$ cat src/rtl/pwl_nco_pkg.sv
package pwl_nco_pkg;

  localparam int ACC_W  = 20;
  localparam int PH_W   = 12;
  localparam int SEG_W  = 3;
  localparam int POS_W  = PH_W - 2 - SEG_W;
  localparam int MAG_W  = 7;
  localparam int FRAC_W = 6;
  localparam int TERM_W = POS_W + FRAC_W;
  localparam int OUT_W  = MAG_W + 1;

  localparam logic [2:0] SH_NONE = 3'd7;

  // start value of each segment: rounded sine at the segment start
  function automatic logic [MAG_W-1:0] seg_base(input logic [SEG_W-1:0] k);
    case (k)
      3'd0:    seg_base = 7'd0;
      3'd1:    seg_base = 7'd25;
      3'd2:    seg_base = 7'd49;
      3'd3:    seg_base = 7'd71;
      3'd4:    seg_base = 7'd90;
      3'd5:    seg_base = 7'd106;
      3'd6:    seg_base = 7'd117;
      default: seg_base = 7'd125;
    endcase
  endfunction

  // right shift of the scaled position for slope term t; SH_NONE drops it
  function automatic logic [2:0] seg_shift(input logic [SEG_W-1:0] k, input int t);
    logic [2:0] a, b;
    case (k)
      3'd0:    begin a = 3'd3; b = 3'd4;    end
      3'd1:    begin a = 3'd3; b = 3'd4;    end
      3'd2:    begin a = 3'd3; b = 3'd5;    end
      3'd3:    begin a = 3'd3; b = 3'd6;    end
      3'd4:    begin a = 3'd3; b = SH_NONE; end
      3'd5:    begin a = 3'd4; b = 3'd5;    end
      3'd6:    begin a = 3'd4; b = SH_NONE; end
      default: begin a = 3'd6; b = SH_NONE; end
    endcase
    seg_shift = (t == 0) ? a : b;
  endfunction

endpackage

$ cat src/rtl/pwl_phase_acc.sv
module pwl_phase_acc
  import pwl_nco_pkg::*;
(
  input  logic            clk,
  input  logic            rst,
  input  logic            en,
  input  logic [ACC_W-1:0] tune_word,
  input  logic [PH_W-1:0]  phase_ofs,
  output logic [PH_W-1:0]  ph_sin,
  output logic [PH_W-1:0]  ph_cos,
  output logic             ph_vld
);

  localparam logic [PH_W-1:0] QUARTER = PH_W'(1) << (PH_W - 2);

  logic [ACC_W-1:0] acc;
  logic [PH_W-1:0]  ph_now;

  assign ph_now = acc[ACC_W-1 -: PH_W] + phase_ofs;

  always_ff @(posedge clk) begin
    if (rst) begin
      acc    <= '0;
      ph_sin <= '0;
      ph_cos <= '0;
      ph_vld <= 1'b0;
    end else begin
      ph_vld <= en;
      if (en) begin
        acc    <= acc + tune_word;
        ph_sin <= ph_now;
        ph_cos <= ph_now + QUARTER;
      end
    end
  end

  // a disabled clock leaves the phase untouched
  a_r2_hold_phase: assert property (@(posedge clk) disable iff (rst)
    !en |=> $stable(acc));

endmodule

$ cat src/rtl/pwl_segment_interp.sv
module pwl_segment_interp
  import pwl_nco_pkg::*;
(
  input  logic [SEG_W-1:0] seg,
  input  logic [POS_W-1:0] pos,
  output logic [MAG_W-1:0] mag
);

  localparam int SUM_W = TERM_W + 2;
  localparam logic [SUM_W-1:0] RND = SUM_W'(1) << (FRAC_W - 1);

  logic [TERM_W-1:0] pos_scaled;
  logic [TERM_W-1:0] term [2];
  logic [SUM_W-1:0]  sum;
  logic [SUM_W-1:0]  shifted;

  assign pos_scaled = {pos, {FRAC_W{1'b0}}};

  for (genvar t = 0; t < 2; t++) begin : g_slope
    logic [2:0] sh;
    assign sh      = seg_shift(seg, t);
    assign term[t] = (sh == SH_NONE) ? '0 : (pos_scaled >> sh);
  end

  always_comb begin
    sum     = SUM_W'({seg_base(seg), {FRAC_W{1'b0}}}) + SUM_W'(term[0])
            + SUM_W'(term[1]) + RND;
    shifted = sum >> FRAC_W;
    mag     = shifted[MAG_W-1:0];
    // the rounded sum must fit the magnitude width
    a_r4_no_overflow: assert (shifted[SUM_W-1:MAG_W] == '0);
  end

endmodule

$ cat src/rtl/pwl_quadrant_conv.sv
module pwl_quadrant_conv
  import pwl_nco_pkg::*;
(
  input  logic [PH_W-1:0]  phase,
  output logic [OUT_W-1:0] sample
);

  localparam int QW = PH_W - 2;

  logic [QW-1:0]    qphase;
  logic [MAG_W-1:0] mag;
  logic [OUT_W-1:0] mag_ext;

  assign qphase = phase[PH_W-2] ? ~phase[QW-1:0] : phase[QW-1:0];

  pwl_segment_interp i_interp (
    .seg (qphase[QW-1 -: SEG_W]),
    .pos (qphase[POS_W-1:0]),
    .mag (mag)
  );

  assign mag_ext = {1'b0, mag};
  assign sample  = phase[PH_W-1] ? (~mag_ext + 1'b1) : mag_ext;

endmodule

$ cat src/rtl/pwl_sincos_nco.sv
module pwl_sincos_nco
  import pwl_nco_pkg::*;
(
  input  logic                    clk,
  input  logic                    rst,
  input  logic                    en,
  input  logic [ACC_W-1:0]        tune_word,
  input  logic [PH_W-1:0]         phase_ofs,
  output logic signed [OUT_W-1:0] sin_out,
  output logic signed [OUT_W-1:0] cos_out,
  output logic                    out_valid
);

  localparam int R2_MIN = 15000;
  localparam int R2_MAX = 16641;

  logic [PH_W-1:0]  ph_arr  [2];
  logic [OUT_W-1:0] smp_arr [2];
  logic             ph_vld;

  pwl_phase_acc i_acc (
    .clk       (clk),
    .rst       (rst),
    .en        (en),
    .tune_word (tune_word),
    .phase_ofs (phase_ofs),
    .ph_sin    (ph_arr[0]),
    .ph_cos    (ph_arr[1]),
    .ph_vld    (ph_vld)
  );

  for (genvar g = 0; g < 2; g++) begin : g_conv
    pwl_quadrant_conv i_conv (
      .phase  (ph_arr[g]),
      .sample (smp_arr[g])
    );
  end

  always_ff @(posedge clk) begin
    if (rst) begin
      sin_out   <= '0;
      cos_out   <= '0;
      out_valid <= 1'b0;
    end else begin
      out_valid <= ph_vld;
      if (ph_vld) begin
        sin_out <= smp_arr[0];
        cos_out <= smp_arr[1];
      end
    end
  end

  logic signed [2*OUT_W:0] rad2;
  assign rad2 = sin_out * sin_out + cos_out * cos_out;

  // an enabled edge yields a valid sample two edges later
  a_r7_valid_latency: assert property (@(posedge clk) disable iff (rst)
    en |-> ##2 out_valid);

  // a disabled edge yields no valid sample two edges later
  a_r8_no_valid: assert property (@(posedge clk) disable iff (rst)
    !en |-> ##2 !out_valid);

  // samples hold while no new one is flagged
  a_r8_hold_out: assert property (@(posedge clk) disable iff (rst)
    !out_valid |-> ($stable(sin_out) && $stable(cos_out)));

  // sine and cosine stay near the unit circle
  a_r9_radius: assert property (@(posedge clk) disable iff (rst)
    out_valid |-> (rad2 >= R2_MIN && rad2 <= R2_MAX));

endmodule

$ cat config.mk
export PLATFORM = sky130hd
export DESIGN_NAME = pwl_sincos_nco
export DESIGN_NICKNAME = d
export VERILOG_FILES = /design/src/rtl/pwl_nco_pkg.sv /design/src/rtl/pwl_phase_acc.sv /design/src/rtl/pwl_segment_interp.sv /design/src/rtl/pwl_quadrant_conv.sv /design/src/rtl/pwl_sincos_nco.sv
export SDC_FILE = /design/constraint.sdc
export NUM_CORES = 1
export LEC_CHECK = 0
export ABC_AREA = 0
export BUFFER_PORTS_ARGS = -buffer_cell sky130_fd_sc_hd__buf_2
export CORE_MARGIN = 4
export CORE_UTILIZATION = 46
export CTS_CLUSTER_SIZE = 24
export DETAILED_ROUTE_END_ITERATION = 7
export PLACE_DENSITY = 0.61
export SKIP_LAST_GASP = 1
export SYNTH_ARGS = -nofsm -noshare
export SYNTH_HDL_FRONTEND = slang
export SYNTH_SLANG_ARGS = --single-unit
$ cat constraint.sdc
create_clock -name clk -period 9.6 [get_ports clk]
set_clock_uncertainty 0.15 [all_clocks]
set_input_delay 1.92 -clock clk [delete_from_list [all_inputs] [get_ports clk]]
set_output_delay 1.92 -clock clk [all_outputs]
set_load 0.005 [all_outputs]
==> impl_metrics.yaml, run 1 <==
synthesis:
  synth_top_family_by_area: "compound AO/OA/AOI/OAI gates"
  synth-simple-area-share_pct: 21.8
  synthDistinctLibCells: 87
  synthFlopType: "dfxtp_1"
  synth-compound-area-share_pct: 29.5
  synth_common_cells: "nor2_1, ha_1, nand2_1, a21oi_1, o21ai_0"
  synth_most_common_cell: "nor2_1"
  synth_area_leader_cell: "dfxtp_1"
  synth_seq_cells: 52
  muxShareOfSynthArea_pct: 4.81
  synthArstFlopShare_pct: 0
  synth_edf_count: 0
  yosys-top-cells-area: "dfxtp_1, ha_1, nor2_1, mux2i_1, xnor2_1"
  synthAdderAreaFrac_pct: 14.7
  synthCells: 896
  seq_area_frac_synth_pct: 15.6
  yosys.area_share.xor_xnor_pct: 7.21
  netlist_area_um2: 6690
  synth_top_area_share_pct: 15.6
  avgSynthCellArea_um2: 7.46
  yosys_warnings: 0
finish:
  synthToLayoutAreaGrowth_pct: 5.80
  nets: 1010
  seq_area_um2: 1040
  multi_input_area_um2: 5230
  drive_gt1_share_pct: 11.0
  diodes: 0
  nFillCells: 1445
cts:
  cts_tree: "built"
  cts-root-buf: "clkbuf_16"
  clock-sinks: 52
  holdBufCountCts: 0
  post_cts_buffers: 0
  cts_resized: 0
  cts_max_level: 2
  worstSkewPairLatency_ns: 0.31
  clockBufferDepth: 2
  cts_buffers: 5
  path_clk_slew_ns: 0.08
timing:
  tns_ns: 0
  worst_slack_ns: 4.45
  worst_pin_slew_ns: 0.842
  rsz0062_at_grt: "no"
  finalHoldViolCount: 0
  setup_viol: 0
  min_period_over_period_pct: 53.7
  slew_violations: 0
  fmax_mhz: 194
  slew_headroom_pct: 43.8
  min_period_ns: 5.15
grt:
  grt_usage_pct: 20.7
  gr-total-overflow: 0
  first_global_vias: 5982
  grt_max_degree: 56
  grt_pass1_wl_um: 28500
  antenna_found_initial: 0
floorplan:
  initial_utilization_pct: 47.6
  io_pins: 52
  die-area_um2: 16500
  rows: 43
  die_w_um: 129
  die_y_um: 129
  core_area_um2: 14000
routing:
  wl_met2_um: 7780
  totalWireLength_um: 16900
  maxUsedRoutingLayer: "met4"
  met1Wirelength_um: 7770
  drc: 0
  ant_nets: 0
  wl_per_cell_um: 15.6
  avgViaCountPerCell: 5.90
  firstDrtPassIters: 5
  routed-via-count: 6386
  first_iter_violations: 542
  route.met3.wl_um: 746
worst_setup_path:
  end_kind: "flop"
  slowest_stage: "nor2_1"
  required_ns: 9.65
  critPathKind: "flop to flop"
  path_max_fanout: 42
  cp_cell_sequence: "buf_4 -> nor2_1 -> nor2_1 -> a32o_1 -> o21ai_0 -> o221a_2 -> fa_1 -> inv_1 -> ha_1 -> nand3_1 -> a2bb2oi_2 -> nor2b_1 -> xor2_1 -> ha_1 -> and3_1 -> o221ai_1 -> o311ai_1 -> xor2_1 -> a22o_1"
  arrival_ns: 5.20
  max_stage_delay_ns: 0.69
  startpoint_type: "flop"
placement:
  port_buffers: 51
  hpwlAfterDp_um: 12400
  place_ws_ns: 4.55
  gp_congestion: 0.879
power_and_ir_drop:
  p_total_mw: 1.59
  p_leak_nw: 3.02
  ir_drop_uv: 92.4
  power_density_nw_per_um2: 225
worst_hold_path:
  hold_class: "flop to flop"
outcome:
  outcome: "finished clean"
job:
  max_cap_viol_count: 0
power by group:
group | total, mW | switching [mW] | internal, mW | leakage [nW]
clock network | 0.186 | 0.0883 | 0.0974 | 0.0702
logic | 1.11 | 0.631 | 0.475 | 2.52
registers | 0.301 | 0.0485 | 0.252 | 0.429
cells in the final DEF, fill, tap and decap left out, drive strengths merged, types with 5 or more instances in the layout:
master,count
fa,8
nand2,64
mux2i,31
and2,5
buf,58
inv,34
a22o,6
o22ai,11
nand2b,20
dfxtp,52
nor2,112
a21oi,63
o21a,10
o211ai,8
xnor2,35
a22oi,10
ha,66
a211oi,22
a2bb2oi,7
or3,8
nor3,29
clkbuf,5
or2,8
nand3,17
a31oi,10
o21ai,65
xor2,20
o221ai,8
a21o,7
nor2b,20
a32o,5
area by class of cell:
type                    count  share of cell area [%]
multi-input cells         750                    73.9
well taps                 180                    3.18
clock inverters             3                   0.301
clock buffers               5                    1.77
flip-flops and latches     52                    14.7
inverters                  34                    1.80
repair buffers             58                    4.35
routing by layer:
layer / vias to the layer above / global-route usage, %
met5: - / 0
met4: 0 / 8.89
met2: 165 / 34.4
met1: 2902 / 26.9
met3: 40 / 2.82
li1: 3279 / -
worst max-delay path: cells and delay by family, from the launching register on:
kind / cells / cell delay [ns]
adder cells (fa/ha/maj): 3 / 0.95
AO/OA/AOI/OAI: 7 / 1.41
flip-flops: 1 / 0.32
buffers and inverters: 2 / 0.33
XOR/XNOR: 2 / 0.32
AND/OR/NAND/NOR: 5 / 1.54
flip-flops by register name, summed over array words and instances, names as in the netlist:
register,cells
i_acc.ph_cos,12
i_acc.acc,20
i_acc.ph_sin,2
i_acc.ph_vld,1
cos_out,8
out_valid,1
sin_out,8
cell families after synthesis:
group / count (synthesis)
and+or+nand+nor: 306
other: 1
adders and majority gates: 74
muxes: 32
AOI/OAI and AO/OA: 281
DFF: 52
xor gates and xnor gates: 55
buffers and inverters: 95
per-stage QoR:
step	util (%)	cell area, um2	hold slack, ns	std cells
final	50.4	7070	0.319	1082
after global routing	50.4	7070	0.340	1082
after CTS	50.4	7070	0.319	1082
after detailed placement	49.3	6930	0.304	1074
after global placement	49.3	6930	0.301	1074
after floorplan	-	6690	0.305	897
path summary, 6_finish.rpt:
kind | endpoint | slack (ns) | cells after the start | from
max | sin_out[6]$_SDFFE_PP0P_ | 4.45 | 19 | i_acc.ph_cos[7]$_SDFFE_PP0P_
min | sin_out[7]$_SDFFE_PP0P_ | 0.32 | 1 | sin_out[7]$_SDFFE_PP0P_
max reg2reg | sin_out[6]$_SDFFE_PP0P_ | 4.45 | 19 | i_acc.ph_cos[7]$_SDFFE_PP0P_
min reg2reg | sin_out[7]$_SDFFE_PP0P_ | 0.32 | 1 | sin_out[7]$_SDFFE_PP0P_
(Power assumes the default switching activity.)
==> inputs of run 2 (changes only) <==
--- a/config.mk
+++ b/config.mk
@@ -5,13 +5,13 @@
 export SDC_FILE = /design/constraint.sdc
 export NUM_CORES = 1
 export LEC_CHECK = 0
-export ABC_AREA = 0
+export ABC_AREA = 1
 export BUFFER_PORTS_ARGS = -buffer_cell sky130_fd_sc_hd__buf_2
 export CORE_MARGIN = 4
 export CORE_UTILIZATION = 46
 export CTS_CLUSTER_SIZE = 24
 export DETAILED_ROUTE_END_ITERATION = 7
-export PLACE_DENSITY = 0.61
+export PLACE_DENSITY = 0.63
 export SKIP_LAST_GASP = 1
 export SYNTH_ARGS = -nofsm -noshare
 export SYNTH_HDL_FRONTEND = slang
==> constraint.sdc (replaced) <==
create_clock -name clk -period 4.6 [get_ports clk]
set_clock_uncertainty 0.15 [all_clocks]
set_input_delay 0.92 -clock clk [delete_from_list [all_inputs] [get_ports clk]]
set_output_delay 0.92 -clock clk [all_outputs]
set_load 0.005 [all_outputs]
==> run 2 against run 1 <==
  * Via count decreased by 2.7%
  * Cell area down 4.3%
  * Synthesized area shrank 7.6%
  * Worst setup slack worse by 3.9 ns
  * Largest cell class unchanged
  * Synthesized cell count is 10% higher
  * Hold slack worse by 0.0044 ns
  * Non-clock buffer count fell by 1
  * Count of clock-buffer cells in the layout is the same
  * Sequential power grew 91%
  * Cell count up 12%
  * First-iteration DRC count fell by 38%
  * Combinational power increased by 140%
  * Critical endpoint is now cos_out[6]$_SDFFE_PP0P_
==> impl_metrics.yaml, run 2 <==
outcome:
  outcome: "finished clean"
placement:
  port_buffers: 51
  hpwlAfterDp_um: 12800
  gp_congestion: 0.924
  place_ws_ns: 0.384
  dp.cells: 1205
timing:
  rsz0062_at_grt: "no"
  setup_viol: 0
  min_period_over_period_pct: 88.7
  slew_headroom_pct: 41.9
  tns_ns: 0
  worst_pin_slew_ns: 0.870
  fmax_mhz: 245
  slew_violations: 0
  worst_slack_ns: 0.518
  min_period_ns: 4.08
  finalHoldViolCount: 0
grt:
  grt_usage_pct: 21.3
  grt_max_degree: 47
  grt_pass1_wl_um: 26200
  antenna_found_initial: 0
  gr-total-overflow: 0
  first_global_vias: 5715
worst_setup_path:
  arrival_ns: 4.14
  rr_worst_depth: 22
  required_ns: 4.66
  startpoint_type: "flop"
  end_kind: "flop"
  r2r_setup_slack_ns: 0.52
  rr_startpoint: "i_acc.ph_cos[8]$_SDFFE_PP0P_"
  path_max_fanout: 8
  critPathKind: "flop to flop"
  r2r-end: "cos_out[6]$_SDFFE_PP0P_"
routing:
  routed-via-count: 6214
  wl_per_cell_um: 13.1
  avgViaCountPerCell: 5.13
  totalWireLength_um: 15800
  first_iter_violations: 334
  drc: 0
  ant_nets: 0
  firstDrtPassIters: 5
finish:
  final_cells: 1211
  top_regs: "i_acc.acc x20, i_acc.ph_cos x12"
  synthToLayoutAreaGrowth_pct: 9.65
  most-common-layout-cells: "nand2_1, inv_1, nor2_1"
  drive_gt1_share_pct: 8.70
  multi_input_area_um2: 4470
  regMostFlops: "i_acc.acc"
  nets: 1145
  seq_area_um2: 1040
  final_common_cell: "nand2_1"
  largest_reg_flops: 20
  diodes: 0
  nFillCells: 1395
synthesis:
  synth_area_leader_cell: "dfxtp_1"
  avgSynthCellArea_um2: 6.25
  synthDistinctLibCells: 48
  synth_seq_cells: 52
  synthFlopType: "dfxtp_1"
  synth_common_cells: "nand2_1, inv_1, nor2_1, a21oi_1, o21ai_0"
  synthArstFlopShare_pct: 0
  yosys_warnings: 0
  synth_most_common_cell: "nand2_1"
  synthCells: 988
  synth_top_area_share_pct: 16.9
  seq_area_frac_synth_pct: 16.9
  yosys-top-cells-area: "dfxtp_1, ha_1, nand2_1, inv_1, nor2_1"
  netlist_area_um2: 6170
  synth_edf_count: 0
worst_hold_path:
  hp-start: "sin_out[1]$_SDFFE_PP0P_"
  hold_depth: 2
  hold_path_end: "sin_out[1]$_SDFFE_PP0P_"
  hold_class: "flop to flop"
floorplan:
  rows: 42
  die-area_um2: 15300
  die_w_um: 124
  io_pins: 52
  initial_utilization_pct: 46.8
  die_y_um: 124
  core_area_um2: 13200
cts:
  cts_tree: "built"
  holdBufCountCts: 0
  post_cts_buffers: 0
  cts_buffers: 5
  cts_max_level: 2
  clockBufferDepth: 2
  worstSkewPairLatency_ns: 0.31
  cts-root-buf: "clkbuf_16"
  path_clk_slew_ns: 0.07
  clock-sinks: 52
power_and_ir_drop:
  p_leak_nw: 3.69
  power_density_nw_per_um2: 543
  ir_drop_uv: 196
job:
  max_cap_viol_count: 0
## run 2: cell count changes in the layout (fill, tap and decap cells not counted), moves of 16 or more
cell	change
nand2_1	+150
inv_1	+112
nand3_1	+45
mux2i_1	-31
nor3_1	-21
nand2b_1	-20
a211oi_1	-18
nor2b_1	-18
a21oi_1	+16
## run 2: worst max-delay path by stage
| stage | slack [ns] | cells past startpoint | to | from |
|---|---|---|---|---|
| detailed placement | 0.38 | 22 | sin_out[6]$_SDFFE_PP0P_ | i_acc.ph_cos[9]$_SDFFE_PP0P_ |
| global route | 0.09 | 22 | sin_out[6]$_SDFFE_PP0P_ | i_acc.ph_cos[9]$_SDFFE_PP0P_ |
| CTS | 0.36 | 22 | sin_out[6]$_SDFFE_PP0P_ | i_acc.ph_cos[9]$_SDFFE_PP0P_ |
| global placement | 0.47 | 22 | sin_out[6]$_SDFFE_PP0P_ | i_acc.ph_cos[9]$_SDFFE_PP0P_ |
| finish | 0.52 | 22 | cos_out[6]$_SDFFE_PP0P_ | i_acc.ph_cos[8]$_SDFFE_PP0P_ |
| floorplan | 0.74 | 25 | sin_out[6]$_SDFFE_PP0P_ | i_acc.ph_sin[10]$_SDFFE_PP0P_ |
## run 2: metal layers
layer / track usage, % / vias to the layer above / wire [um]
met5: 0 / - / 0
met4: 5.61 / 0 / 238
met3: 2.95 / 13 / 581
met2: 38.1 / 108 / 7590
met1: 26.7 / 2773 / 7400
li1: - / 3320 / -
## run 2: area by class of cell
class                           instances  area share (%)
Tap cell                              176            3.25
Clock buffer                            5            1.85
Sequential cell                        52            15.4
Inverter                              155            8.67
Multi-Input combinational cell        765            66.0
Timing Repair Buffer                   57            4.44
Clock inverter                          1           0.444
## run 2: kinds of logic (layout without fill, tap and decap cells)
logic type,Yosys count,in the layout,synth area share [%]
fa+ha+maj,74,74,16.0
other cells,1,2,0.0607
flops,52,52,16.9
buf+inv,172,218,11.0
xor+xnor,47,47,7.70
compound gates,203,203,18.5
simple gates,439,439,29.9
## run 2: power by group
part | switching (mW) | internal, mW
clock | 0.181 | 0.252
sequential | 0.0584 | 0.518
combinational | 1.67 | 0.999
## run 2: timing repair
item | in CTS | in global routing
endpoints found under the hold margin | 0 | 0
resized for setup | 0 | 2
setup endpoints to repair | 0 | 4
## run 2: stage by stage
step                      utilization [%]  power, mW  hold slack [ns]  cell area, um2
final                                51.3       3.67            0.314            6770
after global routing                 51.3       4.15            0.335            6770
after CTS                            51.3       3.70            0.316            6760
after detailed placement             50.1       3.24            0.305            6610
after global placement               50.1       3.25            0.302            6610
after floorplan                         -       2.72            0.312            6180
## run 2: worst max-delay path: stages, from the launching register on
cell,delay [ns]
dfxtp_1,0.51
xor2_4,0.36
nand2_4,0.13
a21oi_4,0.24
inv_2,0.09
a31oi_1,0.13
o21ai_0,0.13
fa_1,0.52
inv_1,0.04
ha_1,0.34
nand2_1,0.10
nor2_1,0.14
nand2_1,0.08
nand4_1,0.10
and2_1,0.17
ha_1,0.17
nand3_1,0.08
nor2_1,0.12
nand3_1,0.11
nand3_1,0.09
nand3_1,0.07
nand2_1,0.06
inv_1,0.03
